--- src/rtl/ser_shift_pkg.sv ---
`timescale 1ns/1ps
package ser_shift_pkg;

  localparam int DATA_W = 8;
  localparam int BIT_W  = $clog2(DATA_W);
  localparam int CNT_W  = 7;

  // Control lane field positions (bit index inside the control byte)
  localparam int F_START = 0;
  localparam int F_STOP  = 1;
  localparam int F_BUSY  = 2;
  localparam int F_REQ   = 3;
  localparam int F_EN    = 4;
  localparam int F_MODE  = 5;

  typedef enum logic [2:0] {
    CK_DIV2   = 3'b000,
    CK_DIV4   = 3'b001,
    CK_DIV16  = 3'b010,
    CK_DIV32  = 3'b011,
    CK_DIV64  = 3'b100,
    CK_EXTERN = 3'b101,
    CK_DIV8   = 3'b110,
    CK_DIV128 = 3'b111
  } ck_mode_e;

  // Ticks per half shift clock period, minus one
  function automatic logic [CNT_W-1:0] half_limit(ck_mode_e m);
    case (m)
      CK_DIV2:   half_limit = CNT_W'(0);
      CK_DIV4:   half_limit = CNT_W'(1);
      CK_DIV8:   half_limit = CNT_W'(3);
      CK_DIV16:  half_limit = CNT_W'(7);
      CK_DIV32:  half_limit = CNT_W'(15);
      CK_DIV64:  half_limit = CNT_W'(31);
      CK_DIV128: half_limit = CNT_W'(63);
      default:   half_limit = CNT_W'(0);
    endcase
  endfunction

endpackage

--- src/rtl/ser_ctl_regs.sv ---
`timescale 1ns/1ps
module ser_ctl_regs
  import ser_shift_pkg::*;
(
  input  logic     clk_i,
  input  logic     rst_ni,
  input  logic     ctl_we_i,
  input  logic [2:0] w_mode_i,
  input  logic     w_en_i,
  input  logic     w_req_i,
  input  logic     w_stop_i,
  input  logic     w_start_i,
  input  logic     mode_q_i,
  input  logic     active_i,
  input  logic     done_i,
  output ck_mode_e mode_o,
  output logic     en_o,
  output logic     req_o,
  output logic     stop_o,
  output logic     start_o
);

  ck_mode_e mode_q;
  logic     en_q, req_q, stop_q;

  always_ff @(posedge clk_i or negedge rst_ni) begin
    if (!rst_ni) begin
      mode_q <= CK_DIV2;
      en_q   <= 1'b0;
      req_q  <= 1'b0;
      stop_q <= 1'b1;
    end else begin
      if (ctl_we_i) begin
        mode_q <= ck_mode_e'(w_mode_i);
        en_q   <= w_en_i;
        stop_q <= w_stop_i;
        if (!w_req_i) req_q <= 1'b0;
      end
      if (done_i) req_q <= 1'b1;
    end
  end

  assign start_o = ctl_we_i & w_start_i & ~mode_q_i & ~active_i;
  assign mode_o  = mode_q;
  assign en_o    = en_q;
  assign req_o   = req_q;
  assign stop_o  = stop_q;

endmodule

--- src/rtl/ser_clk_gen.sv ---
`timescale 1ns/1ps
module ser_clk_gen
  import ser_shift_pkg::*;
#(
  parameter int SYNC_STAGES = 2
) (
  input  logic     clk_i,
  input  logic     rst_ni,
  input  ck_mode_e mode_i,
  input  logic     run_i,
  input  logic     start_i,
  input  logic     done_i,
  input  logic     tick_i,
  input  logic     sclk_i,
  output logic     sclk_o,
  output logic     fall_o,
  output logic     rise_o
);

  logic [SYNC_STAGES-1:0] sync_q;
  logic                   ext_prev_q;
  logic                   ext_lvl;
  logic [CNT_W-1:0]       cnt_q;
  logic                   sclk_q;
  logic                   use_ext;
  logic                   int_evt;

  assign use_ext = (mode_i == CK_EXTERN);
  assign ext_lvl = sync_q[SYNC_STAGES-1];

  generate
    if (SYNC_STAGES == 1) begin : g_sync1
      always_ff @(posedge clk_i or negedge rst_ni) begin
        if (!rst_ni) sync_q <= '1;
        else         sync_q <= sclk_i;
      end
    end else begin : g_syncn
      always_ff @(posedge clk_i or negedge rst_ni) begin
        if (!rst_ni) sync_q <= '1;
        else         sync_q <= {sync_q[SYNC_STAGES-2:0], sclk_i};
      end
    end
  endgenerate

  always_ff @(posedge clk_i or negedge rst_ni) begin
    if (!rst_ni) ext_prev_q <= 1'b1;
    else         ext_prev_q <= ext_lvl;
  end

  assign int_evt = run_i & ~use_ext & tick_i & (cnt_q == half_limit(mode_i));

  always_ff @(posedge clk_i or negedge rst_ni) begin
    if (!rst_ni) begin
      cnt_q  <= '0;
      sclk_q <= 1'b1;
    end else if (start_i || done_i) begin
      cnt_q  <= '0;
      sclk_q <= 1'b1;
    end else if (run_i && !use_ext && tick_i) begin
      if (int_evt) begin
        cnt_q  <= '0;
        sclk_q <= ~sclk_q;
      end else begin
        cnt_q <= cnt_q + 1'b1;
      end
    end
  end

  assign fall_o = use_ext ? (run_i & ext_prev_q & ~ext_lvl) : (int_evt & sclk_q);
  assign rise_o = use_ext ? (run_i & ~ext_prev_q & ext_lvl) : (int_evt & ~sclk_q);
  assign sclk_o = use_ext ? 1'b1 : sclk_q;

endmodule

--- src/rtl/ser_shifter.sv ---
`timescale 1ns/1ps
module ser_shifter
  import ser_shift_pkg::*;
(
  input  logic              clk_i,
  input  logic              rst_ni,
  input  logic              start_i,
  input  logic              fall_i,
  input  logic              rise_i,
  input  logic              sin_i,
  input  logic              load_i,
  input  logic [DATA_W-1:0] load_data_i,
  output logic              active_o,
  output logic              done_o,
  output logic [DATA_W-1:0] shreg_o,
  output logic [BIT_W-1:0]  bitpos_o,
  output logic              sout_o
);

  localparam logic [BIT_W-1:0] LAST_BIT = BIT_W'(DATA_W - 1);

  logic              active_q;
  logic [DATA_W-1:0] shreg_q;
  logic [BIT_W-1:0]  bitpos_q;
  logic              sout_q;

  assign done_o = active_q & rise_i & (bitpos_q == LAST_BIT);

  always_ff @(posedge clk_i or negedge rst_ni) begin
    if (!rst_ni) begin
      active_q <= 1'b0;
      shreg_q  <= '0;
      bitpos_q <= '0;
      sout_q   <= 1'b1;
    end else if (start_i) begin
      active_q <= 1'b1;
      bitpos_q <= '0;
    end else if (active_q) begin
      if (fall_i) sout_q <= shreg_q[0];
      if (rise_i) begin
        shreg_q  <= {sin_i, shreg_q[DATA_W-1:1]};
        bitpos_q <= bitpos_q + 1'b1;
        if (bitpos_q == LAST_BIT) active_q <= 1'b0;
      end
    end else if (load_i) begin
      shreg_q <= load_data_i;
    end
  end

  assign active_o = active_q;
  assign shreg_o  = shreg_q;
  assign bitpos_o = bitpos_q;
  assign sout_o   = sout_q;

endmodule

--- src/rtl/ser_shift_ctl.sv ---
`timescale 1ns/1ps
module ser_shift_ctl
  import ser_shift_pkg::*;
#(
  parameter int              ADDR_W      = 4,
  parameter logic [ADDR_W-1:0] BASE_ADDR = '0,
  parameter int              SYNC_STAGES = 2
) (
  input  logic              clk_i,
  input  logic              rst_ni,
  input  logic [ADDR_W-1:0] addr_i,
  input  logic [15:0]       wdata_i,
  input  logic [1:0]        be_i,
  input  logic              wr_i,
  output logic [15:0]       rdata_o,
  input  logic              tick_i,
  input  logic              mode_q_i,
  input  logic              sclk_i,
  input  logic              sin_i,
  output logic              sclk_o,
  output logic              sout_o,
  output logic              irq_o
);

  logic              hit;
  logic              ctl_we, dat_we;
  ck_mode_e          mode;
  logic              en, req, stop_q, start;
  logic              active, done, run;
  logic              fall_evt, rise_evt;
  logic [DATA_W-1:0] shreg;
  logic [BIT_W-1:0]  bitpos;
  logic [7:0]        ctl_rd;
  logic              unused_busy_wr;

  assign hit            = (addr_i == BASE_ADDR);
  assign ctl_we         = hit & wr_i & be_i[1];
  assign dat_we         = hit & wr_i & be_i[0];
  assign run            = active & ~stop_q;
  assign unused_busy_wr = wdata_i[8 + F_BUSY];

  ser_ctl_regs u_regs (
    .clk_i     (clk_i),
    .rst_ni    (rst_ni),
    .ctl_we_i  (ctl_we),
    .w_mode_i  (wdata_i[8+F_MODE +: 3]),
    .w_en_i    (wdata_i[8+F_EN]),
    .w_req_i   (wdata_i[8+F_REQ]),
    .w_stop_i  (wdata_i[8+F_STOP]),
    .w_start_i (wdata_i[8+F_START]),
    .mode_q_i  (mode_q_i),
    .active_i  (active),
    .done_i    (done),
    .mode_o    (mode),
    .en_o      (en),
    .req_o     (req),
    .stop_o    (stop_q),
    .start_o   (start)
  );

  ser_clk_gen #(.SYNC_STAGES(SYNC_STAGES)) u_clk (
    .clk_i   (clk_i),
    .rst_ni  (rst_ni),
    .mode_i  (mode),
    .run_i   (run),
    .start_i (start),
    .done_i  (done),
    .tick_i  (tick_i),
    .sclk_i  (sclk_i),
    .sclk_o  (sclk_o),
    .fall_o  (fall_evt),
    .rise_o  (rise_evt)
  );

  ser_shifter u_shift (
    .clk_i       (clk_i),
    .rst_ni      (rst_ni),
    .start_i     (start),
    .fall_i      (fall_evt),
    .rise_i      (rise_evt),
    .sin_i       (sin_i),
    .load_i      (dat_we),
    .load_data_i (wdata_i[DATA_W-1:0]),
    .active_o    (active),
    .done_o      (done),
    .shreg_o     (shreg),
    .bitpos_o    (bitpos),
    .sout_o      (sout_o)
  );

  always_comb begin
    ctl_rd               = '0;
    ctl_rd[F_MODE +: 3]  = mode;
    ctl_rd[F_EN]         = en;
    ctl_rd[F_REQ]        = req;
    ctl_rd[F_BUSY]       = run;
    ctl_rd[F_STOP]       = stop_q;
    ctl_rd[F_START]      = 1'b0;
  end

  assign rdata_o = hit ? {ctl_rd, shreg} : 16'h0000;
  assign irq_o   = req & en;

endmodule

--- config.mk ---
export PLATFORM = sky130hd
export DESIGN_NAME = ser_shift_ctl
export DESIGN_NICKNAME = d
export VERILOG_FILES = /design/src/rtl/ser_shift_pkg.sv /design/src/rtl/ser_ctl_regs.sv /design/src/rtl/ser_clk_gen.sv /design/src/rtl/ser_shifter.sv /design/src/rtl/ser_shift_ctl.sv
export SDC_FILE = /design/constraint.sdc
export NUM_CORES = 1
export LEC_CHECK = 0
export CORE_MARGIN = 2
export CORE_UTILIZATION = 45
export CTS_BUF_LIST = sky130_fd_sc_hd__clkbuf_4 sky130_fd_sc_hd__clkbuf_8
export DETAILED_ROUTE_END_ITERATION = 10
export GPL_TIMING_DRIVEN = 0
export PLACE_DENSITY = 0.82
export SETUP_SLACK_MARGIN = 0.05
export SYNTH_ARGS = -nofsm -noshare
export SYNTH_HDL_FRONTEND = slang
export SYNTH_SLANG_ARGS = --single-unit
--- constraint.sdc ---
create_clock -name clk_i -period 2 [get_ports clk_i]
set_input_delay 0.4 -clock clk_i [delete_from_list [all_inputs] [get_ports clk_i]]
set_output_delay 0.4 -clock clk_i [all_outputs]
set_load 0.02 [all_outputs]
==> out/qor.yml, run 1 <==
cells_and_area:
  final_core_util_pct: 66.6
  nNetsFinal: 279
  finalNonFillerCells: 298
  syn_to_final_growth_pct: 44.5
  diodes: 0
  layout-drive-gt1-share_pct: 39.1
  design_area_um2: 2610
  final_cell_mix: "24 x nand2_1, 24 x clkdlybuf4s50_1, 23 x dfrtp_1"
timing:
  worst_pin_slew_ns: 0.660
  fin_crit_ns: 2.22
  finalSetupViolations: 22
  slew_violations: 0
  fmaxAchievable_ghz: 0.450
  setup_ws_ns: -0.221
  finalSetupTns_ns: -2.92
  finalHoldViolCount: 0
  fin_skew_ns: 0.00490
  grt_setup_unrepaired: "true"
  fin_crit_sh_pct: 111
  max_slew_margin_pct: 56.0
synth:
  syn_area_um2: 1800
  yosys.area_share.simple_pct: 23.0
  syn_inst: 179
  synth.avg_cell_area_um2: 10.1
  synth_cell_types: 41
  synth_edf_count: 0
  synth_ff_type: "dfrtp_1"
  ys_seq_area_share_pct: 42.1
  ys_warn_count: 0
  syn-num-nets: 211
  synth_compound_area_share_pct: 10.1
  synthXorXnorAreaFrac_pct: 3.89
  ys_ff_latch: 30
  synth_fa_ha_area_share_pct: 2.08
  async_flop_share_pct: 100
  synth_top_family_by_area: "simple AND/OR/NAND/NOR gates"
  muxShareOfSynthArea_pct: 13.9
cts:
  clock-sinks: 30
  cts_tree: "built"
  clk_path_buf_depth: 2
  numCtsBuffers: 5
  clk_latency_ns: 0.27
  holdBufCountCts: 0
  clkTransAtPathRegs_ns: 0.06
  clockRootBuffer: "clkbuf_8"
  htree_levels: 2
hold_path:
  holdCritPathClass: "input pin to async pin"
drt:
  drc: 0
  drtPass1Iterations: 4
  drt_iter0_markers: 71
  ant_nets: 0
  wire_per_inst_um: 14.7
  via_per_inst: 5.13
  wl_um: 4380
  num_vias: 1528
grt:
  grt_use_total_pct: 21.6
  gr-total-overflow: 0
  grt_pass1_wl_um: 7350
  grt_max_degree: 31
  grt_pass1_vias: 1616
  antenna_found_initial: 0
placed_design:
  placedCellCount: 274
  dp_hpwl_um: 2940
  place_congestion: 0.792
  io_buffers: 45
  postPlaceCellArea_um2: 2350
worst_setup_path:
  crit_arrival_ns: 2.38
  r2r-start: "u_regs.mode_o[1]$_DFFE_PN0P_"
  path_class: "flip-flop to flip-flop"
  worstRegToRegCells: 8
  r2r-end: "u_shift.shreg_o[7]$_DFFE_PN0P_"
  crit_required_ns: 2.16
  worstPathMaxFanout: 3
  r2r_slack_ns: -0.22
  cp-start-kind: "flip-flop"
  endpoint_kind: "flip-flop"
power_and_ir_drop:
  power_density_nw_per_um2: 844
  ir_drop_uv: 485
  p_leak_nw: 1.21
  p_total_w: 0.00220
flow_run:
  maxCapViolations: 0
floorplan:
  fp.dieH_um: 67.3
  core_area_um2: 3910
  start_util_pct: 46.1
  dieWidth_um: 67.3
  ios: 48
  row_count: 23
  die_area_um2: 4530
run_status:
  failed_checks: "negative setup slack"
  outcome: "complete, but fails checks"
==> Yosys cell counts (2+ instances only) <==
master | number | share of area, %
nor2b_1 | 2 | 0.69
dfrtp_1 | 24 | 33
ha_1 | 3 | 2.1
a21oi_1 | 7 | 1.9
nand4_1 | 2 | 0.69
dfstp_2 | 6 | 8.7
and4b_1 | 2 | 1.1
buf_2 | 3 | 0.83
mux2_2 | 9 | 5.6
mux2i_1 | 3 | 1.7
inv_1 | 8 | 1.7
nand3b_1 | 3 | 1.2
a211oi_4 | 2 | 2.2
xnor2_1 | 2 | 0.97
nor4b_1 | 2 | 0.97
xor2_1 | 6 | 2.9
nand2_1 | 24 | 5.0
and2_1 | 16 | 5.6
buf_6 | 2 | 1.2
buf_4 | 2 | 0.83
and3_1 | 3 | 1.0
nor2_1 | 9 | 1.9
or3_1 | 4 | 1.4
nor3_1 | 3 | 0.83
mux2_4 | 8 | 6.7
o21ai_0 | 5 | 1.4
nand3_1 | 5 | 1.4
==> report_power, final <==
part / switching [W] / internal (W) / leakage, nW
logic: 0.000350 / 0.000438 / 0.790
clock network: 0.000213 / 0.000287 / 0.0498
registers: 0.000133 / 0.000777 / 0.374
==> worst max path at each step <==
stage,startpoint,endpoint
floorplan,u_regs.mode_o[1]$_DFFE_PN0P_,u_shift.shreg_o[0]$_DFFE_PN0P_
global placement,addr_i[1],rdata_o[10]
detailed placement,addr_i[1],rdata_o[9]
CTS,u_regs.mode_o[1]$_DFFE_PN0P_,u_shift.shreg_o[7]$_DFFE_PN0P_
global route,u_regs.mode_o[1]$_DFFE_PN0P_,u_shift.shreg_o[5]$_DFFE_PN0P_
finish,u_regs.mode_o[1]$_DFFE_PN0P_,u_shift.shreg_o[7]$_DFFE_PN0P_
==> state kept, by name (all words and copies together), names as in the netlist <==
name / count
u_clk.sync_q: 2
u_regs.req_o: 1
u_shift.bitpos_o: 3
u_shift.active_o: 1
u_regs.mode_o: 3
u_regs.stop_o: 1
u_clk.ext_prev_q: 1
u_shift.shreg_o: 8
u_shift.sout_o: 1
u_regs.en_o: 1
u_clk.cnt_q: 7
u_clk.sclk_q: 1
==> metal layers <==
layer  GRT usage, %  share of wire (%)  wire [µm]  vias to the layer above
li1               -                  -          -                      752
met1           27.6                 44       1950                      731
met2           34.5                 50       2200                       39
met3           7.50                4.5        196                        6
met4           6.12               0.91         40                        0
met5              0                  0          0                        -
==> critical path, cell delays in order, from the launching register on <==
cell and delay [ns]:
dfrtp_1 0.40, buf_6 0.13, and4b_1 0.23, a31oi_1 0.04, or3_4 0.37, a211oi_4 0.36, a211oi_4 0.13, buf_4 0.17
mux2_4 0.28
==> logic make-up after synthesis <==
| logic type | after synthesis |
|---|---|
| other cells | 1 |
| compound gates | 23 |
| simple gates | 78 |
| flops | 30 |
| mux | 20 |
| buf+inv | 16 |
| fa+ha+maj | 3 |
| xor+xnor | 8 |
==> what timing repair did <==
action / CTS / global route
buffers inserted: 12 / 3
setup endpoints to repair: 38 / 35
pin swaps: 12 / 4
gates resized for setup: 81 / 20
cloned: 1 / 0
==> layout make-up <==
class | instances | area, µm²
Fill cell | 312 | 1310
Multi-Input combinational cell | 133 | 1050
Sequential cell | 30 | 759
Timing Repair Buffer | 61 | 542
Clock buffer | 8 | 91.3
Buffer | 8 | 72.6
Tap cell | 50 | 62.6
Inverter | 8 | 30.0
==> per-stage QoR <==
step	hold WS (ns)	setup WS, ns
after global placement	0.348	-1.15
after detailed placement	0.354	-1.15
after floorplan	0.104	-0.0620
after CTS	0.362	-0.210
after global routing	0.207	-0.306
final	0.150	-0.221
Note: power is estimated with default switching activity, not from simulation.
==> run 2, diff against run 1 <==
Settings changed: CAP_MARGIN from default to 30, SKIP_CTS_REPAIR_TIMING from default to 1.
==> run 2 against run 1 <==
Critical path depth did not move. Setup slack worse by 0.027 ns. Via count decreased by 1.4%. Clock-buffer cell count unchanged. Fmax is 1.2% lower. Largest power group unchanged. Combinational power grew 2%. Power up 1.6%. The run still ends with negative setup slack left. Global-route usage fell by 1.0 points. Routed wire length down 0.96%.
==> out/qor.yml, run 2 (synthesized netlist as in run 1, its figures left out) <==
cells_and_area:
  layout_commonest_cell: "clkdlybuf4s50_1"
  layout-drive-gt1-share_pct: 28.9
  finalNonFillerCells: 292
  fillCellCount: 299
  largest_register_ffs: 8
  diodes: 0
  nNetsFinal: 273
  final_cell_mix: "25 x clkdlybuf4s50_1, 24 x nand2_1, 22 x dfrtp_1"
  syn_to_final_growth_pct: 47.4
hold_path:
  holdCritPathClass: "flip-flop to flip-flop"
  worstHoldStart: "u_clk.sync_q[0]$_DFF_PN1_"
timing:
  fin_crit_ns: 2.25
  slew_violations: 0
  setup_ws_ns: -0.249
  fmaxAchievable_ghz: 0.445
  finalSetupViolations: 21
  finalHoldViolCount: 0
  grt_setup_unrepaired: "true"
  fin_skew_ns: 0.00706
  hold-worst-slack_ns: 0.363
  fin_crit_sh_pct: 112
  worst_pin_slew_ns: 0.602
  max_slew_margin_pct: 59.7
  finalSetupTns_ns: -3.50
grt:
  gr-total-overflow: 0
  grt_pass1_vias: 1514
  grt_pass1_wl_um: 7010
  grt_max_degree: 22
  antenna_found_initial: 0
  grt_use_total_pct: 20.5
floorplan:
  die_area_um2: 4530
  core_area_um2: 3910
  row_count: 23
  ios: 48
  start_util_pct: 46.1
  fp.dieH_um: 67.3
  dieWidth_um: 67.3
drt:
  drt_iter0_markers: 127
  num_vias: 1507
  drc: 0
  wire_per_inst_um: 14.9
  wl_um: 4340
  ant_nets: 0
  via_per_inst: 5.16
  drtPass1Iterations: 4
cts:
  htree_levels: 2
  cts_tree: "built"
  clock-sinks: 30
  numCtsBuffers: 5
  clkTransAtPathRegs_ns: 0.06
  clk_path_buf_depth: 2
  clk_latency_ns: 0.28
  clockRootBuffer: "clkbuf_8"
worst_setup_path:
  crit_required_ns: 2.17
  r2r-start: "u_regs.mode_o[1]$_DFFE_PN0P_"
  endpoint_kind: "flip-flop"
  cp-start-kind: "flip-flop"
  critPathLaunch: "u_regs.mode_o[1]$_DFFE_PN0P_"
  worstPathMaxFanout: 8
  crit_arrival_ns: 2.41
  path_class: "flip-flop to flip-flop"
run_status:
  outcome: "complete, but fails checks"
  failed_checks: "negative setup slack"
placed_design:
  io_buffers: 45
  dp_hpwl_um: 2960
  placedCellCount: 275
  place_congestion: 0.792
  dp_slack_ns: -1.14
flow_run:
  maxCapViolations: 0
power_and_ir_drop:
  p_leak_nw: 1.45
  ir_drop_uv: 452
  power_density_nw_per_um2: 841
## run 2: changes by cell type in the layout (fill, tap and decap cells not counted), moves of 3 or more
| cell | delta |
|---|---|
| buf_2 | -5 |
| buf_4 | -10 |
| buf_6 | -3 |
| clkbuf_2 | -3 |
| clkdlybuf4s15_2 | -3 |
| dlymetal6s2s_1 | +19 |
## run 2: through the flow
stage	total power, W	instance area (µm²)	util, %
floorplan	0.00140	1830	-
detailed placement	0.00162	2370	60.6
global placement	0.00159	2350	59.9
CTS	0.00214	2460	63.0
global route	0.00237	2660	67.9
finish	0.00223	2660	67.9
## run 2: path summary, 6_finish.rpt
kind,end,slack (ns),cells after the start
setup / recovery,u_shift.shreg_o[7]$_DFFE_PN0P_,-0.25,8
hold / removal,u_clk.sync_q[1]$_DFF_PN1_,0.36,0
setup reg to reg,u_shift.shreg_o[7]$_DFFE_PN0P_,-0.25,8
hold reg to reg,u_clk.sync_q[1]$_DFF_PN1_,0.36,0
max in group asynchronous,u_clk.sync_q[0]$_DFF_PN1_,0.91,2
min in group asynchronous,u_regs.mode_o[0]$_DFFE_PN0P_,0.50,1
## run 2: critical path, stage by stage, from the launching register on
cell	delay [ns]
dfrtp_1	0.40
buf_6	0.13
xor2_1	0.14
or3_1	0.30
a32o_2	0.25
a211oi_4	0.34
a211oi_4	0.12
buf_12	0.16
mux2_4	0.29
## run 2: final cells by class
class	count	area (µm²)	area share, %
inverters	8	30.0	1.13
repair buffers	55	604	22.7
well taps	50	62.6	2.35
multi-input cells	133	1040	39.1
plain buffers	8	70.1	2.64
flip-flops and latches	30	761	28.6
clock buffers	8	91.3	3.44
## run 2: per-layer routing
metal,GRT usage (%),routed length (µm)
met4,5.36,40
met2,32.7,2130
met1,26.9,1950
met5,0,0
met3,6.83,225
## run 2: power by group
part / internal (W) / total (W) / switching, W
logic: 0.000451 / 0.000807 / 0.000356
registers: 0.000779 / 0.000915 / 0.000136
clock network: 0.000288 / 0.000512 / 0.000225
==> run 3, diff against run 2 <==
Settings changed: CORE_MARGIN 2 to default.
==> run 3 against run 2 <==
The flow still finishes with violations (negative setup slack). Non-clock buffer count is 7 higher. Hold slack worse by 0.0052 ns. Die area is 5.9% lower. Routed wire length is 5.2% higher. Via count is 5.4% higher. Clock power hardly changed. Register-to-register slack hardly changed. First-iteration DRC count is 37% lower. Largest power group unchanged.
==> out/qor.yml, run 3 (synthesized netlist as in run 1, its figures left out) <==
cts:
  numCtsBuffers: 5
  clkTransAtPathRegs_ns: 0.07
  htree_levels: 2
  clk_path_buf_depth: 2
  clockRootBuffer: "clkbuf_8"
  cts_tree: "built"
  clk_latency_ns: 0.28
  clock-sinks: 30
flow_run:
  maxCapViolations: 0
timing:
  grt_setup_unrepaired: "true"
  slew_violations: 0
  fin_skew_ns: 0.00491
  worst_pin_slew_ns: 0.728
  hold-worst-slack_ns: 0.358
  finalHoldViolCount: 0
  max_slew_margin_pct: 51.3
  setup_ws_ns: -0.253
  finalSetupViolations: 23
  fin_crit_ns: 2.25
  finalSetupTns_ns: -3.96
  fmaxAchievable_ghz: 0.444
  fin_crit_sh_pct: 113
hold_path:
  holdCritPathClass: "flip-flop to flip-flop"
  hold-path-cell-count: 0
drt:
  num_vias: 1589
  ant_nets: 0
  drc: 0
  via_per_inst: 5.35
  drtPass1Iterations: 5
  wl_um: 4570
  drt_iter0_markers: 80
  wire_per_inst_um: 15.4
worst_setup_path:
  crit_slowest_cell: "dfrtp_2"
  path_class: "flip-flop to flip-flop"
  max_stage_delay_ns: 0.44
  path_cells: "buf_8, nor4b_4, a22oi_1, a32o_2, a211oi_4, a211oi_4, buf_12, mux2_4"
  crit_arrival_ns: 2.41
  worstRegToRegCells: 8
  cp-start-kind: "flip-flop"
  endpoint_kind: "flip-flop"
  worstPathMaxFanout: 8
  crit_required_ns: 2.16
  r2r_slack_ns: -0.25
  cp_common_cell: "a211oi_4"
floorplan:
  dieWidth_um: 65.3
  start_util_pct: 48.2
  fp.dieH_um: 65.3
  ios: 48
  die_area_um2: 4260
  core_area_um2: 3740
  row_count: 22
cells_and_area:
  layout-drive-gt1-share_pct: 32.1
  design_area_um2: 2720
  nNetsFinal: 280
  multi_input_area_um2: 1040
  final_cell_mix: "25 x clkdlybuf4s50_1, 24 x nand2_1, 21 x dfrtp_1"
  largest_register_ffs: 8
  fillCellCount: 258
  diodes: 0
  syn_to_final_growth_pct: 50.9
  seq_area_um2: 762
  layout_commonest_cell: "clkdlybuf4s50_1"
grt:
  antenna_found_initial: 0
  grt_pass1_wl_um: 6570
  grt_max_degree: 18
  grt_use_total_pct: 20.7
  grt_pass1_vias: 1452
  gr-total-overflow: 0
placed_design:
  dp_slack_ns: -1.15
  io_buffers: 45
  place_congestion: 0.801
  postPlaceCellArea_um2: 2370
  dp_hpwl_um: 2950
run_status:
  outcome: "complete, but fails checks"
  failed_checks: "negative setup slack"
power_and_ir_drop:
  ir_drop_uv: 513
  power_density_nw_per_um2: 837
  p_leak_nw: 1.48
  p_total_w: 0.00228
## run 3: changes by cell type in the layout (fill, tap and decap cells not counted), sizes merged
cell / previous run / this run
clkinv: 0 / 1
dlymetal6s2s: 19 / 17
buf: 19 / 27
## run 3: layout make-up
cell class	count	share of cell area, %
inverters	8	1.10
repair buffers	62	24.1
clock buffers	7	3.31
plain buffers	8	2.85
clock inverters	1	0.184
well taps	48	2.21
multi-input cells	133	38.3
flip-flops and latches	30	28.0
## run 3: metrics by stage
step                util, %  cells
detailed placement     63.3    273
global route           72.7    297
floorplan                 -    179
CTS                    65.9    281
global placement       62.6    272
finish                 72.7    297
## run 3: where the power goes
group | switching, W | internal (W) | total (W)
clock network | 0.000224 | 0.000291 | 0.000515
registers | 0.000147 | 0.000780 | 0.000927
logic | 0.000366 | 0.000468 | 0.000835
total | 0.000737 | 0.00154 | 0.00228
## run 3: metal layers
| layer | vias to the layer above | track usage [%] | part of all wire, % |
|---|---|---|---|
| met1 | 757 | 26.0 | 42 |
| met2 | 64 | 33.9 | 50 |
| met3 | 17 | 4.69 | 4.5 |
| met5 | - | 0 | 0 |
| li1 | 751 | - | - |
| met4 | 0 | 8.97 | 3.0 |
## run 3: final timing paths
path | start | end
min in group asynchronous | rst_ni | u_shift.shreg_o[7]$_DFFE_PN0P_
max in group asynchronous | rst_ni | u_clk.sync_q[0]$_DFF_PN1_
min | u_clk.sync_q[0]$_DFF_PN1_ | u_clk.sync_q[1]$_DFF_PN1_
max reg2reg | u_regs.mode_o[1]$_DFFE_PN0P_ | u_shift.shreg_o[1]$_DFFE_PN0P_
max | u_regs.mode_o[1]$_DFFE_PN0P_ | u_shift.shreg_o[1]$_DFFE_PN0P_
min reg2reg | u_clk.sync_q[0]$_DFF_PN1_ | u_clk.sync_q[1]$_DFF_PN1_
## run 3: critical path, delay by kind of cell (launching register included)
| kind | cells | cell delay (ns) |
|---|---|---|
| DFF | 1 | 0.44 |
| AOI/OAI and AO/OA | 4 | 0.84 |
| muxes | 1 | 0.29 |
| and+or+nand+nor | 1 | 0.25 |
| buffers and inverters | 2 | 0.32 |
